**src/rtl/runstate_pkg.sv**
```systemverilog
package runstate_pkg;
  typedef enum logic [1:0] {
    ST_RESET = 2'd0,
    ST_RUN   = 2'd1,
    ST_PAUSE = 2'd3
  } runState_e;

  typedef struct packed {
    logic      ignore;
    logic      commit;
    runState_e newState;
    logic      swRst;
    logic      clrBusErr;
  } ctlStrobes_t;
endpackage

```
**src/rtl/runstate_ctl.sv**
```systemverilog
module runstate_ctl
  import runstate_pkg::*;
#(
  parameter int SYNC_BUS   = 3,
  parameter int SYNC_CORE  = 3,
  parameter int CORE_RATIO = 2
) (
  input  logic        clk,
  input  logic        rstN,
  input  logic        wrState,
  input  logic [1:0]  wrCode,
  input  logic        swReset,
  output logic        validOut,
  output ctlStrobes_t strobes
);
  localparam int LAT   = SYNC_BUS + SYNC_CORE * CORE_RATIO;
  localparam int CNT_W = $clog2(LAT + 1);

  logic             validQ;
  logic [CNT_W-1:0] waitCnt;
  runState_e        pendState;
  logic             legalCode;
  logic             accept;

  assign legalCode = (wrCode != 2'b10);
  assign accept    = wrState && validQ && legalCode && !swReset;

  always_ff @(posedge clk or negedge rstN) begin
    if (!rstN) begin
      validQ    <= 1'b1;
      waitCnt   <= '0;
      pendState <= ST_RESET;
    end else if (swReset) begin
      validQ    <= 1'b1;
      waitCnt   <= '0;
      pendState <= ST_RESET;
    end else if (accept) begin
      validQ    <= 1'b0;
      waitCnt   <= CNT_W'(LAT);
      pendState <= runState_e'(wrCode);
    end else if (waitCnt != '0) begin
      waitCnt <= waitCnt - 1'b1;
      if (waitCnt == CNT_W'(1)) validQ <= 1'b1;
    end
  end

  always_comb begin
    strobes.ignore    = wrState && !swReset && !(validQ && legalCode);
    strobes.commit    = (waitCnt == CNT_W'(1)) && !swReset;
    strobes.newState  = pendState;
    strobes.swRst     = swReset;
    strobes.clrBusErr = accept && (wrCode == 2'b00);
  end

  assign validOut = validQ;
endmodule

```
**src/rtl/runstate_dp.sv**
```systemverilog
module runstate_dp
  import runstate_pkg::*;
#(
  parameter int ERR_W = 5,
  parameter int IGN_W = 8
) (
  input  logic             clk,
  input  logic             rstN,
  input  ctlStrobes_t      strobes,
  input  logic             cfgDone,
  input  logic [ERR_W-1:0] errSet,
  input  logic             errClrWe,
  input  logic [ERR_W-1:0] errClrData,
  input  logic             byteBusy,
  output runState_e        curState,
  output logic             masterRdy,
  output logic [ERR_W-1:0] errFlags,
  output logic [IGN_W-1:0] ignCnt,
  output logic             takeEn,
  output logic             shiftEn,
  output logic             flushPulse,
  output logic             busClrPulse
);
  logic [ERR_W-1:0] clrMask;

  assign clrMask = errClrWe ? errClrData : '0;

  always_ff @(posedge clk or negedge rstN) begin
    if (!rstN) begin
      curState    <= ST_RESET;
      masterRdy   <= 1'b0;
      errFlags    <= '0;
      ignCnt      <= '0;
      flushPulse  <= 1'b0;
      busClrPulse <= 1'b0;
    end else begin
      flushPulse  <= strobes.swRst;
      busClrPulse <= strobes.clrBusErr;
      if (strobes.swRst) begin
        curState  <= ST_RESET;
        masterRdy <= 1'b0;
        errFlags  <= '0;
        ignCnt    <= '0;
      end else begin
        if (strobes.commit) curState <= strobes.newState;
        if (cfgDone) masterRdy <= 1'b1;
        errFlags <= (errFlags & ~clrMask) | errSet;
        if (strobes.ignore && (ignCnt != {IGN_W{1'b1}})) ignCnt <= ignCnt + 1'b1;
      end
    end
  end

  assign takeEn  = (curState == ST_RUN);
  assign shiftEn = (curState == ST_RUN) || ((curState == ST_PAUSE) && byteBusy);
endmodule

```
**src/rtl/runstate_ctrl.sv**
```systemverilog
module runstate_ctrl
  import runstate_pkg::*;
#(
  parameter int SYNC_BUS   = 3,
  parameter int SYNC_CORE  = 3,
  parameter int CORE_RATIO = 2,
  parameter int ERR_W      = 5,
  parameter int IGN_W      = 8
) (
  input  logic             clk,
  input  logic             rstN,
  input  logic             wrState,
  input  logic [1:0]       wrCode,
  input  logic             swReset,
  input  logic             cfgDone,
  input  logic [ERR_W-1:0] errSet,
  input  logic             errClrWe,
  input  logic [ERR_W-1:0] errClrData,
  input  logic             byteBusy,
  output logic [4:0]       stateStatus,
  output logic [ERR_W+1:0] errStatus,
  output logic [IGN_W-1:0] ignCount,
  output logic             takeEn,
  output logic             shiftEn,
  output logic             queueFlush,
  output logic             busErrClr
);
  ctlStrobes_t      strobes;
  logic             validFlag;
  runState_e        curState;
  logic             masterRdy;
  logic [ERR_W-1:0] errFlags;

  runstate_ctl #(
    .SYNC_BUS(SYNC_BUS), .SYNC_CORE(SYNC_CORE), .CORE_RATIO(CORE_RATIO)
  ) i_ctl (
    .clk(clk), .rstN(rstN), .wrState(wrState), .wrCode(wrCode),
    .swReset(swReset), .validOut(validFlag), .strobes(strobes)
  );

  runstate_dp #(.ERR_W(ERR_W), .IGN_W(IGN_W)) i_dp (
    .clk(clk), .rstN(rstN), .strobes(strobes), .cfgDone(cfgDone),
    .errSet(errSet), .errClrWe(errClrWe), .errClrData(errClrData),
    .byteBusy(byteBusy), .curState(curState), .masterRdy(masterRdy),
    .errFlags(errFlags), .ignCnt(ignCount), .takeEn(takeEn),
    .shiftEn(shiftEn), .flushPulse(queueFlush), .busClrPulse(busErrClr)
  );

  assign stateStatus = {masterRdy, 1'b0, validFlag, curState};
  assign errStatus   = {errFlags, 2'b00};
endmodule

```
**config.mk**
```make
export PLATFORM = sky130hd
export DESIGN_NAME = runstate_ctrl
export DESIGN_NICKNAME = d
export VERILOG_FILES = /design/src/rtl/runstate_pkg.sv /design/src/rtl/runstate_ctl.sv /design/src/rtl/runstate_dp.sv /design/src/rtl/runstate_ctrl.sv
export SDC_FILE = /design/constraint.sdc
export NUM_CORES = 1
export LEC_CHECK = 0
export BUFFER_PORTS_ARGS = -buffer_cell sky130_fd_sc_hd__buf_4
export CORE_UTILIZATION = 53
export CTS_CLUSTER_DIAMETER = 60
export CTS_CLUSTER_SIZE = 20
export DETAILED_ROUTE_END_ITERATION = 8
export PLACE_DENSITY_LB_ADDON = 0.3
export SLEW_MARGIN = 15
export SYNTH_ARGS = -nofsm -noshare
export SYNTH_HDL_FRONTEND = slang
export SYNTH_HIERARCHICAL = 1
export SYNTH_SLANG_ARGS = --single-unit
export TNS_END_PERCENT = 5
```
**constraint.sdc**
```tcl
create_clock -name clk -period 4.6 [get_ports clk]
set_clock_uncertainty 0.05 [all_clocks]
set_input_delay 0.46 -clock clk [delete_from_list [all_inputs] [get_ports clk]]
set_output_delay 0.46 -clock clk [all_outputs]
set_load 0.05 [all_outputs]
```
==> impl_metrics.toml, run 1 <==
[setup_path]
crit_slowest_cell = "dfrtp_1"
end_kind = "output pin"
critPathRequiredTime_ns = 4.09
path_depth = 2
crit_family = "flip-flops"
crit_chain = "a21boi_0 > buf_4"
worstSetupPathType = "reg2out"
critPathMaxFanout = 4
slowest_delay_ns = 0.43
crit_arrival_ns = 1.17
critPathLaunchType = "register"
rr_worst_depth = 5
path_buf_inv = 1

[yosys]
yosys_warnings = 6
yosysTopAreaCell = "dfrtp_1"
synthDistinctLibCells = 44
syn_inst = 127
avgSynthCellArea_um2 = 10.4
synthesis.area_um2 = 1320
synth-main-ff-cell = "dfrtp_1"
synth.top_cell.area_share_pct = 45.4
synthTopCellsByArea = "dfrtp_1 45%, nor2_1 4.3%, buf_4 4.0%, mux2i_1 3.8%, a21oi_1 3.4%"
synth_edf_count = 0
ys_ff_latch = 25
yosysSeqAreaShare_pct = 47.4
async_flop_share_pct = 100

[grt]
gr-usage-all-layers_pct = 22.0
grt_pass1_wl_um = 4280
grt_max_degree = 33
grt_pass1_vias = 989
antenna_found_initial = 0
grt_remaining_overflow = 0

[cells_and_area]
syn2layout_area_growth_pct = 23.1
multi_input_area_um2 = 613
nNetsFinal = 186
regArea_um2 = 627
num-fill-cells = 170
drive_gt1_share_pct = 33.1
diodes = 0

[clocking]
postCtsResizedCells = 0
cts_tree = "done"
cts-root-buf = "clkbuf_4"
cts.clk_slew.worst_paths_ns = 0.15
insertion_delay_ns = 0.33
htreeDepth = 1
clock_path_buffers = 2
postCtsSetupRepairBufs = 0
clock_sinks = 25
numCtsBuffers = 3

[sta]
hold_viol = 0
worstMarginPinSlew_ns = 0.609
setup_viol = 0
post-route-min-period_ns = 1.68
slew_violations = 0
fin_crit_sh_pct = 36.5
tns_ns = 0
rsz0062_at_grt = "false"
slew_headroom_pct = 58.8
holdWs_ns = 0.230
fmax_mhz = 595

[power_and_ir_drop]
swShare_pct = 35.5
netSwitchingPower_mw = 0.201
p_seq_share_pct = 46.9
peakVddDrop_mv = 0.398
clockPowerShare_pct = 19.1
p_per_area_nw_per_um2 = 347
leakagePower_nw = 0.791
p_int_mw = 0.364
power_frac_comb_pct = 34.0

[min_path]
min_path_type = "in2reg"
min_path_cells = 2

[flow_run]
max_cap_viol_count = 0

[route]
drc = 0
vias = 1057
routed_wl_um = 2650
drt_first_pass_iters = 4
post_drt_via_cell_ratio = 5.53
ant_nets = 0
drt_iter0_markers = 19
routedWlPerCell_um = 13.9

[floorplanning]
core-area_um2 = 2280
dieArea_um2 = 2700
io_pins = 43
rows = 17
die_h_um = 52.0
start_util_pct = 58.1
die_x_um = 52.0

[placement]
numPortBuffers = 39
place.gp.congestion = 0.793
dp_hpwl_um = 1930

[outcome]
status = "finished, final reports clean"
-- registers in the layout, summed over array words and instances (netlist names) --
| register | cells |
|---|---|
| i_ctl/pendState | 2 |
| i_ctl/validOut | 1 |
| i_ctl/waitCnt | 4 |
| i_dp/busClrPulse | 1 |
| i_dp/curState | 2 |
| i_dp/errFlags | 5 |
| i_dp/flushPulse | 1 |
| i_dp/ignCnt | 8 |
| i_dp/masterRdy | 1 |
-- metrics by stage --
stage	cells	utilization (%)	power, mW	area (µm²)	worst slack (ns)
6_report	191	71.5	0.565	1630	2.92
5_1_grt	191	71.5	0.598	1630	2.79
4_1_cts	191	71.5	0.569	1630	2.91
3_5_place_dp	186	69.7	0.461	1590	2.70
3_3_place_gp	186	69.7	0.449	1590	2.77
2_1_floorplan	129	-	0.412	1330	2.25
-- per-layer routing --
| layer | GRT usage (%) | routed length, µm | share of wire (%) |
|---|---|---|---|
| met3 | 2.63 | 168 | 6.3 |
| met1 | 26.8 | 1140 | 43 |
| met4 | 9.91 | 39 | 1.5 |
| met5 | 0 | 0 | 0 |
| met2 | 38.7 | 1300 | 49 |
-- synth_stat cells (all sizes together), types with 3 or more instances --
| cell | number |
|---|---|
| dfrtp | 24 |
| nor2 | 15 |
| a21oi | 10 |
| buf | 8 |
| nand2 | 6 |
| inv | 5 |
| mux2i | 5 |
| nand2b | 5 |
| nor2b | 4 |
| nor3 | 4 |
| ha | 3 |
| mux2 | 3 |
-- repair_timing --
item,CTS,global route
endpoints found under the setup margin,0,0
hold buffers,1,0
hold endpoints to repair,24,0
-- placed cells by master, fill, tap and decap left out, drive strengths merged, types with 4 or more instances in the layout --
master / n
mux2i: 5
nand2b: 5
dfrtp: 24
buf: 39
nand2: 6
nor2: 15
nor2b: 4
inv: 6
a21oi: 10
nor3: 4
-- logic make-up after synthesis --
kind of cell               share of synthesized area [%]
other                                              0.284
muxes                                               6.91
AOI/OAI and AO/OA                                   14.5
xor gates and xnor gates                           0.662
buffers and inverters                               6.81
and+or+nand+nor                                     20.6
adders and majority gates                           2.84
DFF                                                 47.4
-- path summary, 6_finish.rpt --
check	slack (ns)	to	startpoint
max	2.92	shiftEn	i_dp/curState[0]
min	0.23	i_dp/busClrPulse	wrCode[1]
max reg2reg	2.92	i_dp/ignCnt[7]	i_ctl/validOut
min reg2reg	0.47	i_dp/masterRdy	i_dp/masterRdy
max in group asynchronous	3.71	i_ctl/validOut	rstN
min in group asynchronous	0.49	i_dp/ignCnt[7]	rstN
-- power by group through the flow --
stage / combinational [mW] / clock, mW / sequential [mW]
6_report: 0.192 / 0.108 / 0.265
5_1_grt: 0.210 / 0.119 / 0.268
4_1_cts: 0.193 / 0.112 / 0.264
3_5_place_dp: 0.192 / 0 / 0.269
3_3_place_gp: 0.183 / 0 / 0.266
2_1_floorplan: 0.131 / 0 / 0.281
-- worst register-to-register path: stages, from the launching register on --
cell and delay, ns:
dfstp_2 0.60, o21ai_0 0.09, and3b_1 0.27, and3_1 0.25
a41o_2 0.27, nor2_1 0.09
-- final cells by class --
class / instances / share of cell area (%)
Clock buffer: 3 / 1.38
Multi-Input combinational cell: 89 / 37.7
Tap cell: 28 / 2.15
Timing Repair Buffer: 40 / 18.6
Inverter: 5 / 1.15
Clock inverter: 1 / 0.538
Sequential cell: 25 / 38.5
No activity file was read; power rests on OpenSTA's default activity.
==> run 2, diff against run 1 <==
Settings changed: CORE_ASPECT_RATIO from default to 2, CORE_UTILIZATION 53 to 45.
Clock period 4.6 ns to 1.51 ns, I/O delays scaled along.
==> run 2 against run 1 <==
  * The flow now finishes with violations (negative setup slack)
  * Critical path depth up 2
  * Global-route usage shrank 1.2 points
  * Wire length rose by 12%
  * Critical path type is now reg2reg
  * Largest cell class is now multi-input gates
  * Largest power group unchanged
==> impl_metrics.toml, run 2 (synthesis results as in run 1) <==
[grt]
grt_max_degree = 31
grt_remaining_overflow = 0
gr-usage-all-layers_pct = 20.8
grt_pass1_wl_um = 4610
grt_pass1_vias = 1090
antenna_found_initial = 0

[clocking]
clock_sinks = 25
postCtsSetupRepairBufs = 0
htreeDepth = 1
cts-root-buf = "clkbuf_8"
cts_tree = "done"
clock_path_buffers = 2
insertion_delay_ns = 0.27
cts.clk_slew.worst_paths_ns = 0.09
numCtsBuffers = 3

[placement]
place.gp.congestion = 0.780
dp_hpwl_um = 2270
place_ws_ns = -0.0808
numPortBuffers = 39
placed_cells = 202
dpl_cell_area_um2 = 1710

[sta]
fin_crit_sh_pct = 100
hold_viol = 0
fmax_mhz = 660
tns_ns = -0.00502
setup_viol = 1
post-route-min-period_ns = 1.52
final.setup.worst_slack_ns = -0.00502
rsz0062_at_grt = "true"
slew_violations = 0

[power_and_ir_drop]
leakagePower_nw = 0.867
peakVddDrop_mv = 0.660
p_per_area_nw_per_um2 = 1080
power_mw = 1.95

[setup_path]
critPathMaxFanout = 3
end_kind = "register"
critPathRequiredTime_ns = 1.62
critPathLaunchType = "register"
r2r-start = "i_ctl/waitCnt[0]"
rr_worst_depth = 4
crit_arrival_ns = 1.63
critPathLaunch = "i_ctl/waitCnt[0]"
worstSetupPathType = "reg2reg"

[route]
vias = 1109
post_drt_via_cell_ratio = 5.36
ant_nets = 0
drt_first_pass_iters = 3
routed_wl_um = 2980
drc = 0
routedWlPerCell_um = 14.4
drt_iter0_markers = 17

[floorplanning]
start_util_pct = 47.7
die_h_um = 78.7
dieArea_um2 = 3170
rows = 27
core-area_um2 = 2770
die_x_um = 40.3
io_pins = 43

[min_path]
min_path_type = "in2reg"
min_path_cells = 3
worstHoldStart = "errSet[0]"

[flow_run]
max_cap_viol_count = 0

[outcome]
violations = "negative setup slack"
status = "finished, violations left"

[cells_and_area]
drive_gt1_share_pct = 45.5
layout_common_cells = "54 x buf_4, 22 x dfrtp_1, 15 x nor2_1, 9 x a21oi_1, 6 x nand2_1"
instances_no_fill = 207
nNetsFinal = 201
finalInstanceArea_um2 = 1810
layout_commonest_cell = "buf_4"
largest_register_ffs = 8
syn2layout_area_growth_pct = 37.1
top_regs = "i_dp/ignCnt: 8 flops, i_dp/errFlags: 5 flops, i_ctl/waitCnt: 4 flops"
largest_register = "i_dp/ignCnt"
diodes = 0
run 2: cell types whose count changed in the layout (fill, tap and decap cells not counted), sizes merged:
cell / delta
clkinvlp: +1
inv: -1
buf: +15
run 2: stage by stage:
stage | utilization [%] | hold slack (ns)
after floorplan | - | -0.195
final | 65.4 | 0.0418
after global routing | 65.4 | 0.0290
after global placement | 61.7 | 0.0150
after CTS | 64.9 | 0.0346
after detailed placement | 61.7 | 0.0196
run 2: area by class of cell:
type                    instances  area, µm²
inverters                       5       18.8
clock buffers                   3       41.3
well taps                      29       36.3
repair buffers                 55        415
clock inverters                 1       7.51
multi-input cells              89        664
fillers                       242        957
flip-flops and latches         25        629
run 2: path summary, 6_finish.rpt:
| path | endpoint | slack [ns] |
|---|---|---|
| hold / removal | i_dp/errFlags[0] | 0.04 |
| max in group asynchronous | i_ctl/validOut | 0.85 |
| min in group asynchronous | i_ctl/waitCnt[0] | 0.27 |
| setup / recovery | i_ctl/waitCnt[1] | -0.005 |
| setup reg to reg | i_ctl/waitCnt[1] | -0.005 |
| hold reg to reg | i_dp/masterRdy | 0.45 |
run 2: where the power goes:
part	switching, mW	internal, mW	leakage (nW)	total (mW)
Sequential	0.0528	0.736	0.327	0.789
Combinational	0.394	0.374	0.519	0.767
Clock	0.207	0.187	0.0217	0.394
Total	0.653	1.30	0.867	1.95
run 2: timing repair:
| action | CTS | global route |
|---|---|---|
| hold buffers | 1 | 0 |
| gates cloned | 0 | 0 |
| pin swaps | 2 | 2 |
| hold endpoints to repair | 25 | 0 |
| setup endpoints to repair | 3 | 9 |
| gates resized for setup | 6 | 5 |
run 2: layer usage:
layer / up-vias / GRT usage (%) / routed length (µm)
met3: 2 / 1.69 / 78
met1: 541 / 22.0 / 1150
met2: 21 / 37.6 / 1720
met4: 0 / 9.00 / 29
met5: - / 0 / 0
li1: 545 / - / -
run 2: critical path, cell delays in order (launching register included):
cell	delay, ns
dfrtp_1	0.38
inv_1	0.08
ha_2	0.18
or3b_4	0.41
a2111oi_4	0.32
==> run 3, diff against run 2 <==
Settings changed: CELL_PAD_IN_SITES_DETAIL_PLACEMENT from default to 0, CELL_PAD_IN_SITES_GLOBAL_PLACEMENT from default to 1, CORE_UTILIZATION 45 to 34.
==> run 3 against run 2 <==
  * The flow now finishes without violations
  * Count of clock-buffer cells in the layout rose by 1
  * Setup slack improved by 0.050 ns
  * Die area rose by 31%
  * Global-route usage fell by 4.4 points
  * Worst hold slack got worse by 0.0080 ns
  * Sequential power rose by 0.9%
  * Critical endpoint unchanged
==> impl_metrics.toml, run 3 (synthesis results as in run 1) <==
[sta]
fin_crit_sh_pct = 97.0
post-route-min-period_ns = 1.47
hold_viol = 0
setup_viol = 0
fmax_mhz = 683
final.setup.worst_slack_ns = 0.0448
slew_violations = 0
holdWs_ns = 0.0338
rsz0062_at_grt = "true"
tns_ns = 0

[grt]
antenna_found_initial = 0
grt_pass1_wl_um = 5070
grt_max_degree = 31
gr-usage-all-layers_pct = 16.4
grt_pass1_vias = 1138
grt_remaining_overflow = 0

[placement]
place_ws_ns = -0.0116
dpl_cell_area_um2 = 1730
dp_hpwl_um = 2310
numPortBuffers = 39
place.gp.congestion = 0.866

[floorplanning]
die_h_um = 90.2
io_pins = 43
rows = 31
dieArea_um2 = 4160
core-area_um2 = 3680
die_x_um = 46.1
start_util_pct = 35.9

[route]
drt_first_pass_iters = 4
ant_nets = 0
vias = 1143
routedWlPerCell_um = 13.8
routed_wl_um = 3130
post_drt_via_cell_ratio = 5.04
drt_iter0_markers = 19
drc = 0

[clocking]
numCtsBuffers = 3
cts-root-buf = "clkbuf_8"
clock_path_buffers = 2
cts.clk_slew.worst_paths_ns = 0.09
clock_sinks = 25
htreeDepth = 1
postCtsSetupRepairBufs = 0
cts_tree = "done"
insertion_delay_ns = 0.26

[power_and_ir_drop]
leakagePower_nw = 0.875
p_per_area_nw_per_um2 = 1080
p_int_mw = 1.35
netSwitchingPower_mw = 0.674
power_frac_comb_pct = 41.6
swShare_pct = 33.3
peakVddDrop_mv = 0.595
clockPowerShare_pct = 19.2
p_seq_share_pct = 39.3

[cells_and_area]
num-fill-cells = 345
largest_register = "i_dp/ignCnt"
top_regs = "i_dp/ignCnt: 8 flops, i_dp/errFlags: 5 flops, i_ctl/waitCnt: 4 flops"
layout_common_cells = "52 x buf_4, 22 x dfrtp_1, 14 x nor2_1, 9 x a21oi_1, 6 x nand2_1"
largest_register_ffs = 8
finalInstanceArea_um2 = 1870
multi_input_area_um2 = 696
diodes = 0
drive_gt1_share_pct = 45.5
syn2layout_area_growth_pct = 41.5
regArea_um2 = 629
layout_commonest_cell = "buf_4"
nNetsFinal = 201
final_core_util_pct = 50.8

[min_path]
min_path_cells = 2
min_path_type = "in2reg"

[setup_path]
critPathMaxFanout = 3
crit_arrival_ns = 1.58
rr_worst_depth = 4
end_kind = "register"
critPathLaunchType = "register"
critPathRequiredTime_ns = 1.63
worstSetupPathType = "reg2reg"

[flow_run]
max_cap_viol_count = 0

[outcome]
status = "finished, final reports clean"
-- run 3: worst max-delay path, stage by stage, from the launching register on --
cell,delay [ns]
dfrtp_1,0.39
inv_2,0.08
ha_4,0.13
or3b_4,0.42
a2111oi_4,0.29
-- run 3: cell type report --
cell class                 count  area share [%]
clock buffer                   4            2.41
inverter                       5            1.00
multi-input combinational     89            37.2
sequential                    25            33.6
tap                           49            3.28
timing repair buffer          55            22.5
-- run 3: what timing repair did --
| action | 4_1_cts | 5_1_grt |
|---|---|---|
| hold buffers | 2 | 0 |
| resized for setup | 3 | 13 |
| hold endpoints to repair | 25 | 0 |
| endpoints found under the setup margin | 6 | 8 |
| gates cloned | 0 | 0 |
| pin swaps | 0 | 7 |
-- run 3: per-stage QoR --
stage | power (mW) | instances
2_1_floorplan | 1.26 | 129
3_3_place_gp | 1.48 | 221
3_5_place_dp | 1.49 | 221
4_1_cts | 1.94 | 227
5_1_grt | 2.15 | 227
6_report | 2.03 | 227
-- run 3: power by group through the flow --
stage / combinational (mW) / clock (mW) / sequential [mW]
after floorplan: 0.400 / 0 / 0.858
after global placement: 0.682 / 0 / 0.797
after detailed placement: 0.686 / 0 / 0.800
after CTS: 0.746 / 0.409 / 0.789
after global routing: 0.921 / 0.429 / 0.804
final: 0.842 / 0.388 / 0.796
-- run 3: path summary, 6_finish.rpt --
| check | startpoint | end | slack (ns) |
|---|---|---|---|
| worst min-delay path | wrCode[0] | i_dp/busClrPulse | 0.03 |
| worst max register to register | i_ctl/waitCnt[1] | i_ctl/waitCnt[1] | 0.04 |
| min in group asynchronous | rstN | i_dp/busClrPulse | 0.26 |
| worst min register to register | i_dp/masterRdy | i_dp/masterRdy | 0.45 |
| max in group asynchronous | rstN | i_ctl/validOut | 0.86 |
| worst max-delay path | i_ctl/waitCnt[1] | i_ctl/waitCnt[1] | 0.04 |
-- run 3: layer usage --
| metal | vias to the layer above | GRT usage, % | wire (µm) |
|---|---|---|---|
| li1 | 542 | - | - |
| met1 | 571 | 17.6 | 1190 |
| met2 | 24 | 29.3 | 1780 |
| met3 | 6 | 2.01 | 86 |
| met4 | 0 | 7.11 | 73 |
| met5 | - | 0 | 0 |
